**config.mk**
```make
export PLATFORM = sky130hd
export DESIGN_NAME = mux_bus_seq
export DESIGN_NICKNAME = d
export VERILOG_FILES = /design/src/rtl/mbs_pkg.sv /design/src/rtl/mbs_fsm.sv /design/src/rtl/mbs_datapath.sv /design/src/rtl/mux_bus_seq.sv
export SDC_FILE = /design/constraint.sdc
export NUM_CORES = 1
export LEC_CHECK = 0
export ABC_AREA = 1
export BUFFER_PORTS_ARGS = -buffer_cell sky130_fd_sc_hd__clkbuf_2
export CELL_PAD_IN_SITES_DETAIL_PLACEMENT = 0
export CELL_PAD_IN_SITES_GLOBAL_PLACEMENT = 2
export CORE_ASPECT_RATIO = 2
export CORE_MARGIN = 2
export CORE_UTILIZATION = 25
export DETAILED_ROUTE_END_ITERATION = 10
export GPL_ROUTABILITY_DRIVEN = 0
export HOLD_SLACK_MARGIN = 0.03
export PLACE_DENSITY = 0.79
export REMOVE_ABC_BUFFERS = 1
export SETUP_SLACK_MARGIN = 0.02
export SYNTH_ARGS = -nofsm -noshare
export SYNTH_HDL_FRONTEND = slang
export SYNTH_SLANG_ARGS = --single-unit
```
**constraint.sdc**
```tcl
create_clock -name clk -period 1.7 [get_ports clk]
set_clock_uncertainty 0.2 [all_clocks]
set_input_delay 0.34 -clock clk [delete_from_list [all_inputs] [get_ports clk]]
set_output_delay 0.34 -clock clk [all_outputs]
set_load 0.01 [all_outputs]
```
**src/rtl/mbs_pkg.sv**
```systemverilog
package mbs_pkg;
   typedef enum logic [2:0] {
      ST_IDLE = 3'd0,
      ST_T1   = 3'd1,
      ST_T2   = 3'd2,
      ST_TW   = 3'd3,
      ST_T3   = 3'd4,
      ST_T4   = 3'd5
   } bus_state_e;
endpackage

```
**src/rtl/mbs_fsm.sv**
```systemverilog
module mbs_fsm
   import mbs_pkg::*;
(
   input  logic       clk,
   input  logic       rst,
   input  logic       req_valid,
   input  logic       ready,
   output bus_state_e state,
   output logic       accept
);
   bus_state_e state_nx;

   // requests are taken only when no cycle is in flight or the last one closes
   assign accept = req_valid && (state == ST_IDLE || state == ST_T4);

   always_comb begin
      state_nx = state;
      unique case (state)
         ST_IDLE: if (accept) state_nx = ST_T1;
         ST_T1:   state_nx = ST_T2;
         ST_T2:   state_nx = ready ? ST_T3 : ST_TW;
         ST_TW:   state_nx = ready ? ST_T3 : ST_TW;
         ST_T3:   state_nx = ST_T4;
         ST_T4:   state_nx = accept ? ST_T1 : ST_IDLE;
         default: state_nx = ST_IDLE;
      endcase
   end

   always_ff @(posedge clk) begin
      if (rst) state <= ST_IDLE;
      else     state <= state_nx;
   end
endmodule

```
**src/rtl/mbs_datapath.sv**
```systemverilog
module mbs_datapath
   import mbs_pkg::*;
#(
   parameter int ADDR_W = 16,
   parameter int DATA_W = 16
) (
   input  logic              clk,
   input  logic              rst,
   input  logic              accept,
   input  logic [ADDR_W-1:0] req_addr,
   input  logic              req_write,
   input  logic              req_io,
   input  logic [DATA_W-1:0] req_wdata,
   input  bus_state_e        state,
   input  logic [ADDR_W-1:0] bus_in,
   output logic              lat_write,
   output logic              lat_io,
   output logic [ADDR_W-1:0] bus_out,
   output logic [DATA_W-1:0] rsp_rdata
);
   localparam int PAD_W = ADDR_W - DATA_W;

   logic [ADDR_W-1:0] lat_addr;
   logic [DATA_W-1:0] lat_wdata;
   logic [ADDR_W-1:0] wdata_bus;

   generate
      if (PAD_W == 0) begin : g_full_width
         assign wdata_bus = lat_wdata;
      end else begin : g_zero_ext
         assign wdata_bus = {{PAD_W{1'b0}}, lat_wdata};
      end
   endgenerate

   // address in T1, data for the remainder of the cycle
   assign bus_out = (state == ST_T1) ? lat_addr : wdata_bus;

   always_ff @(posedge clk) begin
      if (rst) begin
         lat_addr  <= '0;
         lat_wdata <= '0;
         lat_write <= 1'b0;
         lat_io    <= 1'b0;
         rsp_rdata <= '0;
      end else begin
         if (accept) begin
            lat_addr  <= req_addr;
            lat_wdata <= req_wdata;
            lat_write <= req_write;
            lat_io    <= req_io;
         end
         if (state == ST_T3 && !lat_write) rsp_rdata <= bus_in[DATA_W-1:0];
      end
   end
endmodule

```
**src/rtl/mux_bus_seq.sv**
```systemverilog
module mux_bus_seq
   import mbs_pkg::*;
#(
   parameter int ADDR_W = 16,
   parameter int DATA_W = 16
) (
   input  logic              clk,
   input  logic              rst,
   input  logic              req_valid,
   output logic              req_ready,
   input  logic [ADDR_W-1:0] req_addr,
   input  logic              req_write,
   input  logic              req_io,
   input  logic [DATA_W-1:0] req_wdata,
   output logic [DATA_W-1:0] rsp_rdata,
   output logic              rsp_done,
   output logic              ale,
   output logic              xmit_dir,
   output logic              io_sel,
   output logic              rd_n,
   output logic              wr_n,
   output logic              den_n,
   output logic [ADDR_W-1:0] bus_out,
   output logic              bus_oe,
   input  logic [ADDR_W-1:0] bus_in,
   input  logic              ready
);
   generate
      if (DATA_W > ADDR_W || DATA_W < 1) begin : g_bad_width
         $error("mux_bus_seq: DATA_W must lie in 1..ADDR_W");
      end
   endgenerate

   bus_state_e state;
   logic       accept;
   logic       lat_write;
   logic       lat_io;
   logic       active;
   logic       data_phase;

   mbs_fsm u_fsm (
      .clk       (clk),
      .rst       (rst),
      .req_valid (req_valid),
      .ready     (ready),
      .state     (state),
      .accept    (accept)
   );

   mbs_datapath #(.ADDR_W(ADDR_W), .DATA_W(DATA_W)) u_dp (
      .clk       (clk),
      .rst       (rst),
      .accept    (accept),
      .req_addr  (req_addr),
      .req_write (req_write),
      .req_io    (req_io),
      .req_wdata (req_wdata),
      .state     (state),
      .bus_in    (bus_in),
      .lat_write (lat_write),
      .lat_io    (lat_io),
      .bus_out   (bus_out),
      .rsp_rdata (rsp_rdata)
   );

   assign active     = (state != ST_IDLE);
   assign data_phase = (state == ST_T2) || (state == ST_TW) || (state == ST_T3);

   assign ale       = (state == ST_T1);
   assign rd_n      = !(data_phase && !lat_write);
   assign wr_n      = !(data_phase && lat_write);
   assign den_n     = !data_phase;
   assign bus_oe    = ale || (data_phase && lat_write);
   assign xmit_dir  = active && lat_write;
   assign io_sel    = active && lat_io;
   assign rsp_done  = (state == ST_T4);
   assign req_ready = (state == ST_IDLE) || (state == ST_T4);
endmodule

```
==> summary.md, run 1 <==
| Metric | Value |
|---|---|
| Status | `finished, violations left` |
| Failing checks | `setup timing` |
| Vias in the first global route | `2623` |
| R2R Setup Slk | `~50 ps` |
| Total wire length | `about 8400 um` |
| Peak VDD IR | `about 0.00046 V` |
| Hold crit path type | `primary input to flip-flop` |
| Yosys cell types | `21` |
| Worst path required time | `around 1200 ps` |
| Min-delay src | `bus_in[2]` |
| Post-DP HPWL | `approximately 5400 um` |
| Share of cells above drive strength 1 | `around a third` |
| Crit share post-route | `110%` |
| Utilization after layout | `37.5%` |
| Die area | `roughly 11000 sq um` |
| Least-Margin Pin Slew | `250 ps` |
| Worst slew margin | `about 83%` |
| Fin crit period | `~1900 ps` |
| Clock Latency Late Sink | `290 ps` |
| GRT Total Usage | `a little over an eighth` |
| Clock-pin slew on the worst setup and hold paths | `approximately 70 ps` |
| CORE AREA | `between 10000 and 15000 sq um` |
| Worst setup path start | `u_fsm.state[2]` |
| Critical Path Start Type | `flip-flop` |
| FF-to-FF End | `u_dp.lat_wdata[14]` |
| Global-route wire length before repair | `approximately 12000 um` |
| R2R depth | `8` |
| Total Power | `3710 uW` |
| Largest net degree at the start of global routing | `between 50 and 60` |
| CP Class | `flip-flop to primary output` |
| Clock Sink Count | `53` |
| Area growth syn-to-layout | `45.6%` |
| Adder-Cell Fraction of Synth Area | `0%` |
| Root Buffer | `clkbuf_16` |
| CTS tree | `built` |
| Die Y | `~150 um` |
| Yosys reg bits | `53` |
| Vias | `approximately 2800` |
| I/O pins | `between 90 and 100` |
| Largest family of logic cells by synthesized area | `simple AND/OR/NAND/NOR gates` |
| Post-synthesis sequential area ratio | `40.6%` |
| CP endpoint | `bus_out[15]` |
| RR Startpoint | `u_fsm.state[0]` |
| Chip Width | `roughly 76 um` |
| Synthesized area | `roughly 2600 sq um` |
| XOR/XNOR Fraction of Synth Area | `0%` |
| Final hold viol count | `0` |
| Pins Over Slew Limit | `0` |
| Yosys warning count | `0` |
| DRC | `0` |
| Power Dens Cells | `between 900 and 1000 nW/um^2` |
| Initial antenna violation count | `0` |
| Arr. time, crit path | `roughly 1300 ps` |
| Vias/cell | `between 4 and 5` |
| Post-cts hold buffer count | `0` |
| DRT iter0 DRCs | `between 50 and 60` |
| Row count | `52` |
| Initial Util | `about 26%` |
| Final setup fails | `24` |
| Syn Inst Count | `roughly 410` |
| GR Overflow Total | `0` |
| Clock buffer depth | `2` |
| Simple-Gate Fraction of Synth Area | `a little over a third` |
| Fmax | `approximately 0.54 GHz` |
| Remaining antenna violation count after routing | `0` |
| RSZ-0062 raised after global routing | `true` |
| Wire per inst | `approximately 13 um` |
| Pre-antenna DRT Iters | `4` |
| Ant diodes | `0` |
| Port buffer count | `94` |
| Synth Area in Compound Gates | `9.00%` |
| CP Max Fanout | `6` |
| Max-cap violations | `0` |
| Syn avg cell area | `about 6.4 sq um` |
| Critical Path Sink Type | `primary output` |
| Final nets | `570` |
| Cts bufs inserted | `5` |
| Setup ws final | `-168 ps` |
| Mux contribution to synthesized area | `0%` |
| Leakage | `roughly 0.0021 uW` |
| H-tree Lvls | `2` |
## power breakdown
part           switching (uW)  internal (uW)
Combinational             673            562
Sequential               89.9           1380
Clock                     457            548
## final cells by class
class,instances,area [sq um]
Inverter,61,241
Multi-Input combinational cell,272,1300
Tap cell,135,169
Fill cell,1169,6340
Clock buffer,7,133
Sequential cell,53,1070
Timing Repair Buffer,123,890
Clock inverter,1,7.51
## placed cells by master, fill, tap and decap left out
master / n
a21oi_1: 26
a21oi_2: 10
buf_12: 7
buf_2: 14
buf_4: 16
buf_6: 11
clkbuf_1: 2
clkbuf_16: 8
clkbuf_2: 72
clkinv_1: 1
clkinvlp_4: 1
dfxtp_1: 50
dfxtp_4: 3
inv_1: 53
inv_2: 4
inv_4: 1
inv_6: 2
nand2_1: 101
nand2_2: 16
nand2_4: 3
nand2_8: 2
nand3_1: 34
nand3_4: 2
nor2_1: 70
nor2_2: 2
nor2_4: 2
nor3_1: 1
o21a_1: 1
o21ai_0: 2
## critical path, cell delays in order (launching register included)
cell and delay, ps:
dfxtp_4 360, inv_6 80, nand3_4 110, inv_6 100
clkbuf_16 150, nand2_2 50, nand2_2 80, buf_6 100
## logic make-up (layout without fill, tap and decap cells)
| logic type | Yosys count | after routing |
|---|---|---|
| AND/OR/NAND/NOR | 233 | 233 |
| buffers and inverters | 86 | 192 |
| flip-flops | 53 | 53 |
| AO/OA/AOI/OAI | 39 | 39 |
## worst min-delay path by stage
| stage | to | cells after the start |
|---|---|---|
| after floorplan | u_fsm.state[2] | 1 |
| after global placement | u_dp.lat_wdata[10] | 2 |
| after detailed placement | u_dp.lat_addr[8] | 2 |
| after CTS | u_fsm.state[2] | 2 |
| after global routing | u_dp.rsp_rdata[5] | 3 |
| final | u_dp.rsp_rdata[2] | 3 |
## metrics by stage
stage,std cells,hold slack [ps],instance area (sq um),setup slack (ps),setup TNS (ps)
finish,652,54.6,3810,-168,-2770
detailed placement,631,270,3320,36.0,0
global placement,631,261,3320,61.8,0
floorplan,386,219,2470,48.5,0
CTS,646,57.0,3580,-152,-2440
global route,652,66.8,3810,-214,-4330
## cells in the mapped netlist
master	instances	area (sq um)
a21oi_1	26	130
a21oi_2	10	87.6
buf_1	2	7.51
buf_12	1	20.0
buf_2	9	45.0
buf_6	3	33.8
clkbuf_1	10	37.5
clkinv_1	1	3.75
dfxtp_1	53	1060
inv_1	57	214
inv_2	3	11.3
nand2_1	119	447
nand2_2	2	12.5
nand2_4	1	11.3
nand3_1	34	170
nand3_2	2	20.0
nor2_1	73	274
nor2_2	1	6.26
nor3_1	1	5.00
o21a_1	1	7.51
o21ai_0	2	10.0
## sequential cells by signal (all words and copies together), names as in the netlist
register / count
u_dp.rsp_rdata: 16
u_fsm.state: 3
u_dp.lat_write: 1
u_dp.lat_io: 1
u_dp.lat_addr: 16
u_dp.lat_wdata: 16
## metal layers
metal	track usage (%)	up-vias	routed length [um]
met4	6.00	0	128
met5	0	-	0
met3	2.55	10	295
met1	12.6	1239	2830
met2	27.7	59	5120
li1	-	1443	-
## what timing repair did
| item | 4_1_cts | 5_1_grt |
|---|---|---|
| gates cloned | 0 | 4 |
| gates resized for setup | 24 | 54 |
| pin swaps | 4 | 11 |
| hold endpoints to repair | 0 | 0 |
| setup endpoints to repair | 24 | 61 |
| setup buffers | 7 | 5 |
(Power assumes the default switching activity.)
==> inputs of run 2 (changes only) <==
Settings changed: GPL_TIMING_DRIVEN set to 0, RECOVER_POWER set to 100.
==> summary.md, run 2 (synthesis gave the netlist of run 1 again) <==
| Metric | Value |
|---|---|
| GR Overflow Total | `0 (unchanged)` |
| Slowest-stage cell, CP | `dfxtp_4` |
| Critical path's largest stage delay | `370 ps (about the same)` |
| Leakage | `0.00198 uW (-4.9%)` |
| Critical Path Sink Type | `primary output` |
| GRT Total Usage | `13.9% (+0.39 points)` |
| Row count | `52 (unchanged)` |
| Largest net degree at the start of global routing | `71 (+37%)` |
| Hold crit path type | `primary input to flip-flop` |
| Setup ws final | `-155 ps (+12.6 ps)` |
| Die Y | `149 um (unchanged)` |
| CP Max Fanout | `7 (+1)` |
| DRT iter0 DRCs | `39 (-28%)` |
| Power Dens Cells | `995 nW/um^2 (+2.2%)` |
| Cells after DPL | `615 (-2.5%)` |
| Area after DPL | `3110 sq um (-6.1%)` |
| Initial Util | `25.8% (unchanged)` |
| Peak VDD IR | `0.000403 V (-12%)` |
| Die area | `11300 sq um (unchanged)` |
| Cell mode on critical path | `nand2_1` |
| Pins Over Slew Limit | `0 (unchanged)` |
| Final hold viol count | `0 (unchanged)` |
| Total wire length | `8290 um (-0.99%)` |
| RSZ-0062 raised after global routing | `true` |
| Least-Margin Pin Slew | `857 ps (+607 ps)` |
| CP bufs+invs | `3 (-1)` |
| R2R depth | `8 (unchanged)` |
| Share of cells above drive strength 1 | `31.0% (-3.1 points)` |
| Clock buffer depth | `2 (unchanged)` |
| Remaining antenna violation count after routing | `0 (unchanged)` |
| Layout Cells excl Fill | `642 (-1.5%)` |
| Total Power | `3740 uW (+1.0%)` |
| Arr. time, crit path | `1320 ps (about the same)` |
| Area growth syn-to-layout | `43.9%` |
| CTS tree | `built` |
| Ant diodes | `0 (unchanged)` |
| Vias | `2717 (-1.2%)` |
| Worst slew margin | `42.9% (-40 points)` |
| Fin crit period | `1860 ps (-12.6 ps)` |
| Critical Path Start Type | `flip-flop` |
| Most common cell after layout, fill and taps aside | `nand2_1` |
| Cts bufs inserted | `5 (unchanged)` |
| Vias in the first global route | `2595 (-1.1%)` |
| Failing checks | `setup timing` |
| DRC | `0 (unchanged)` |
| Vias/cell | `4.23 (+0.30%)` |
| Critical Path Stages | `6 (-1)` |
| Final Cell Area | `3760 sq um (-1.2%)` |
| Root Buffer | `clkbuf_16` |
| CORE AREA | `10100 sq um (unchanged)` |
| Final setup fails | `25 (+4.2%)` |
| Chip Width | `76.3 um (unchanged)` |
| # fillers | `1175 (+0.51%)` |
| Initial antenna violation count | `0 (unchanged)` |
| Wire per inst | `12.9 um (+0.55%)` |
| Crit share post-route | `109% (-0.74 points)` |
| Status | `finished, violations left` |
| TNS Setup | `-3100 ps (-330 ps)` |
| Worst Hold Depth | `2 (-1)` |
| Fmax | `0.539 GHz (+0.68%)` |
| I/O pins | `95 (unchanged)` |
| CP Class | `flip-flop to primary output` |
| Leading cell types in the layout, fill and taps excluded | `nand2_1, nor2_1, clkbuf_2` |
| CP top delay family | `buffers and inverters` |
| Clock Sink Count | `53 (unchanged)` |
| Pre-antenna DRT Iters | `4 (unchanged)` |
| Crit path cell chain | `inv_8 -> nand3_4 -> buf_6 -> nand2_1 -> nand2_1 -> clkbuf_8` |
| Max-cap violations | `0 (unchanged)` |
| Post-DP HPWL | `4520 um (-17%)` |
| H-tree Lvls | `2 (unchanged)` |
| Clock-pin slew on the worst setup and hold paths | `70 ps (about the same)` |
| Final nets | `562 (-1.4%)` |
| Pre-CTS setup slack | `-598 ps (-634 ps)` |
| Worst path required time | `1160 ps (about the same)` |
| Port buffer count | `94 (unchanged)` |
| Clock Latency Late Sink | `290 ps (about the same)` |
| Largest regs | `u_dp.lat_addr x16, u_dp.lat_wdata x16, u_dp.rsp_rdata x16` |
| Global-route wire length before repair | `12700 um (+3.3%)` |
## run 2: worst register-to-register path: stages, from the launching register on
cell	delay [ps]
dfxtp_4	390
inv_6	50
buf_4	130
buf_6	110
nand3_4	100
buf_12	170
nand2_8	140
a21oi_1	170
nor2_1	60
## run 2: cell type report
cell class | count | area, sq um | area share (%)
clock inverters | 1 | 5.00 | 0.133
well taps | 135 | 169 | 4.49
repair buffers | 111 | 738 | 19.6
flip-flops and latches | 53 | 1070 | 28.5
clock buffers | 5 | 125 | 3.33
multi-input cells | 276 | 1400 | 37.1
inverters | 61 | 255 | 6.78
## run 2: power breakdown
part | leakage, uW | switching, uW | internal (uW)
Combinational | 0.00148 | 747 | 551
Sequential | 0.000438 | 94.1 | 1380
Clock | 0.0000655 | 447 | 528
Total | 0.00198 | 1290 | 2460
## run 2: metal layers
metal	vias to the layer above	GRT usage (%)	part of all wire (%)
li1	1430	-	-
met5	-	0	0
met1	1226	14.0	37
met2	53	27.9	58
met4	0	5.73	2.3
met3	8	1.94	3.0
## run 2: worst paths after layout
kind                                        start           endpoint  slack [ps]
worst max-delay path               u_fsm.state[2]         bus_out[0]        -160
worst min-delay path                          rst     u_fsm.state[2]          50
worst max register to register     u_fsm.state[1]   u_dp.lat_addr[4]          80
worst min register to register  u_dp.lat_addr[12]  u_dp.lat_addr[12]         280
## run 2: through the flow
stage | util, % | hold WS (ps)
floorplan | - | 219
global placement | 30.6 | 261
detailed placement | 30.7 | 267
CTS | 34.1 | 44.8
global route | 37.1 | 67.4
finish | 37.1 | 52.8
## run 2: what timing repair did
action | CTS | global route
pin swaps | 5 | 12
gates cloned | 2 | 3
gates resized for setup | 38 | 60
hold buffers | 0 | 0
endpoints found under the setup margin | 59 | 70
setup buffers | 8 | 8
==> inputs of run 3 (changes only) <==
Settings changed: CELL_PAD_IN_SITES_GLOBAL_PLACEMENT 2 to 1, CORE_UTILIZATION 25 to 33.
==> summary.md, run 3 (synthesis gave the netlist of run 1 again) <==
| Metric | Value |
|---|---|
| Final hold viol count | `0 (unchanged)` |
| Vias/cell | `4.41 (+4.2%)` |
| Initial antenna violation count | `0 (unchanged)` |
| Port buffer count | `94 (unchanged)` |
| Cts bufs inserted | `5 (unchanged)` |
| Sw Ratio | `31.6% (-2.8 points)` |
| Most common cell after layout, fill and taps aside | `nand2_1` |
| CP Class | `flip-flop to primary output` |
| Failing checks | `setup timing` |
| Final nets | `564 (+0.36%)` |
| Wire per inst | `12.0 um (-7.3%)` |
| DRT iter0 DRCs | `102 (+160%)` |
| Crit path cell chain | `inv_4 -> nand3_4 -> buf_4 -> nand2_1 -> nand2_1 -> clkbuf_2` |
| Cell mode on critical path | `nand2_1` |
| CP top delay family | `buffers and inverters` |
| Slowest-stage cell, CP | `dfxtp_4` |
| Global-route wire length before repair | `11400 um (-10%)` |
| RSZ-0062 raised after global routing | `true` |
| Critical path's largest stage delay | `360 ps (about the same)` |
| H-tree Lvls | `2 (unchanged)` |
| Layout Cells excl Fill | `607 (-5.5%)` |
| CP bufs+invs | `3 (unchanged)` |
| CORE AREA | `7830 sq um (-23%)` |
| Register area | `1070 sq um (-0.23%)` |
| Largest regs | `u_dp.lat_addr x16, u_dp.lat_wdata x16, u_dp.rsp_rdata x16` |
| Leakage | `0.00201 uW (+1.5%)` |
| CTS tree | `built` |
| Critical Path Sink Type | `primary output` |
| Initial Util | `33.4% (+7.6 points)` |
| Worst Hold Depth | `2 (unchanged)` |
| Clock-pin slew on the worst setup and hold paths | `60 ps (about the same)` |
| Hold crit path type | `primary input to flip-flop` |
| Min-delay src | `rst` |
| Switching power | `1280 uW (-0.40%)` |
| R2R Setup Slk | `30 ps (-50 ps)` |
| Worst path required time | `1160 ps (about the same)` |
| Remaining antenna violation count after routing | `0 (unchanged)` |
| DRC | `0 (unchanged)` |
| Crit share post-route | `108% (-1.2 points)` |
| Int Power | `2780 uW (+13%)` |
| Fmax | `0.545 GHz (+1.1%)` |
| Vias | `2677 (-1.5%)` |
| Clock Sink Count | `53 (unchanged)` |
| CP Max Fanout | `5 (-2)` |
| Total Power | `4060 uW (+8.4%)` |
| RR Startpoint | `u_fsm.state[1]` |
| Vias in the first global route | `2476 (-4.6%)` |
| Die Y | `130 um (-13%)` |
| Leading cell types in the layout, fill and taps excluded | `nand2_1, nor2_1, clkbuf_2` |
| Clk pwr share | `31.7% (+5.7 points)` |
| Max-cap violations | `0 (unchanged)` |
| GRT Total Usage | `16.9% (+3.0 points)` |
| Area growth syn-to-layout | `45.2%` |
| Status | `finished, violations left` |
| GR Overflow Total | `0 (unchanged)` |
| Gate power share | `32.3% (-2.4 points)` |
| Total wire length | `7270 um (-12%)` |
| Flop pwr share | `36.0% (-3.3 points)` |
| Critical Path Start Type | `flip-flop` |
| Share of cells above drive strength 1 | `33.5% (+2.5 points)` |
| FF-to-FF End | `u_dp.lat_addr[8]` |
| R2R depth | `10 (+2)` |
| Least-Margin Pin Slew | `959 ps (+102 ps)` |
| TNS Setup | `-2530 ps (+570 ps)` |
| Setup ws final | `-135 ps (+20.3 ps)` |
| Peak VDD IR | `0.000977 V (+140%)` |
| Pins Over Slew Limit | `0 (unchanged)` |
| Arr. time, crit path | `1290 ps (-30 ps)` |
| Clock Latency Late Sink | `290 ps (about the same)` |
| Die area | `8700 sq um (-23%)` |
| I/O pins | `95 (unchanged)` |
| Fin crit period | `1830 ps (-20.3 ps)` |
| Worst slew margin | `36.0% (-6.8 points)` |
| Footprint of the multi-input gates | `1450 sq um (+3.7%)` |
| Row count | `46 (-12%)` |
| # fillers | `847 (-28%)` |
| Root Buffer | `clkbuf_16` |
| Post-DP HPWL | `3640 um (-19%)` |
| Power Dens Cells | `1070 nW/um^2 (+7.5%)` |
| Ant diodes | `0 (unchanged)` |
| Pre-antenna DRT Iters | `4 (unchanged)` |
| Hold endpoint | `u_fsm.state[2]` |
| Clock buffer depth | `2 (unchanged)` |
| Chip Width | `66.9 um (-12%)` |
| Largest net degree at the start of global routing | `71 (unchanged)` |
| Final setup fails | `24 (-4.0%)` |
| Cells after DPL | `576 (-6.3%)` |
==> run 3: changes by cell type in the layout (fill, tap and decap cells not counted), moves of 4 or more <==
| cell | delta |
|---|---|
| nand3_1 | -16 |
| nand2_1 | +4 |
| nand3_2 | +15 |
| buf_2 | -5 |
| nand2_4 | -5 |
| buf_4 | +4 |
| clkbuf_2 | +8 |
==> run 3: layer usage <==
metal	share of wire (%)	global-route usage, %	up-vias	routed length [um]
met2	47	27.3	81	3430
met3	4.8	2.93	6	351
li1	-	-	1440	-
met5	0	0	-	0
met1	47	22.2	1150	3390
met4	1.3	6.48	0	97
==> run 3: timing repair <==
action	4_1_cts	5_1_grt
hold buffers	0	0
pin swaps	6	17
gates cloned	2	4
gates resized for setup	22	66
setup endpoints to repair	59	63
setup buffers	10	7
==> run 3: worst max-delay path by stage <==
stage	from	to	slack [ps]	cells past startpoint
after floorplan	rst	u_fsm.state[1]	50	2
after global placement	rst	u_dp.lat_addr[13]	-730	4
after detailed placement	u_fsm.state[2]	bus_out[11]	-450	6
after CTS	u_fsm.state[1]	bus_out[15]	-150	6
after global routing	u_fsm.state[1]	bus_out[3]	-220	6
final	u_fsm.state[1]	bus_out[11]	-130	6
==> run 3: power by group through the flow <==
stage	clock, uW	combinational (uW)	sequential [uW]
2_1_floorplan	0	555	1470
3_3_place_gp	0	880	1470
3_5_place_dp	0	875	1480
4_1_cts	1340	1030	1450
5_1_grt	1370	1450	1480
6_report	1290	1310	1460
==> run 3: metrics by stage <==
stage / hold slack [ps] / instance area [sq um] / util, % / setup slack, ps
3_3_place_gp: 259 / 3060 / 39.1 / -729
3_5_place_dp: 268 / 3070 / 39.2 / -446
4_1_cts: 42.9 / 3430 / 43.8 / -154
2_1_floorplan: 219 / 2470 / - / 48.5
5_1_grt: 42.4 / 3800 / 48.5 / -216
6_report: 49.0 / 3800 / 48.5 / -135
==> run 3: final cells by class <==
type / instances / area share, %
clock buffer: 5 / 3.30
timing repair buffer: 113 / 19.0
clock inverter: 3 / 1.71
tap: 96 / 3.16
sequential: 53 / 28.2
inverter: 61 / 6.49
multi-input combinational: 276 / 38.2
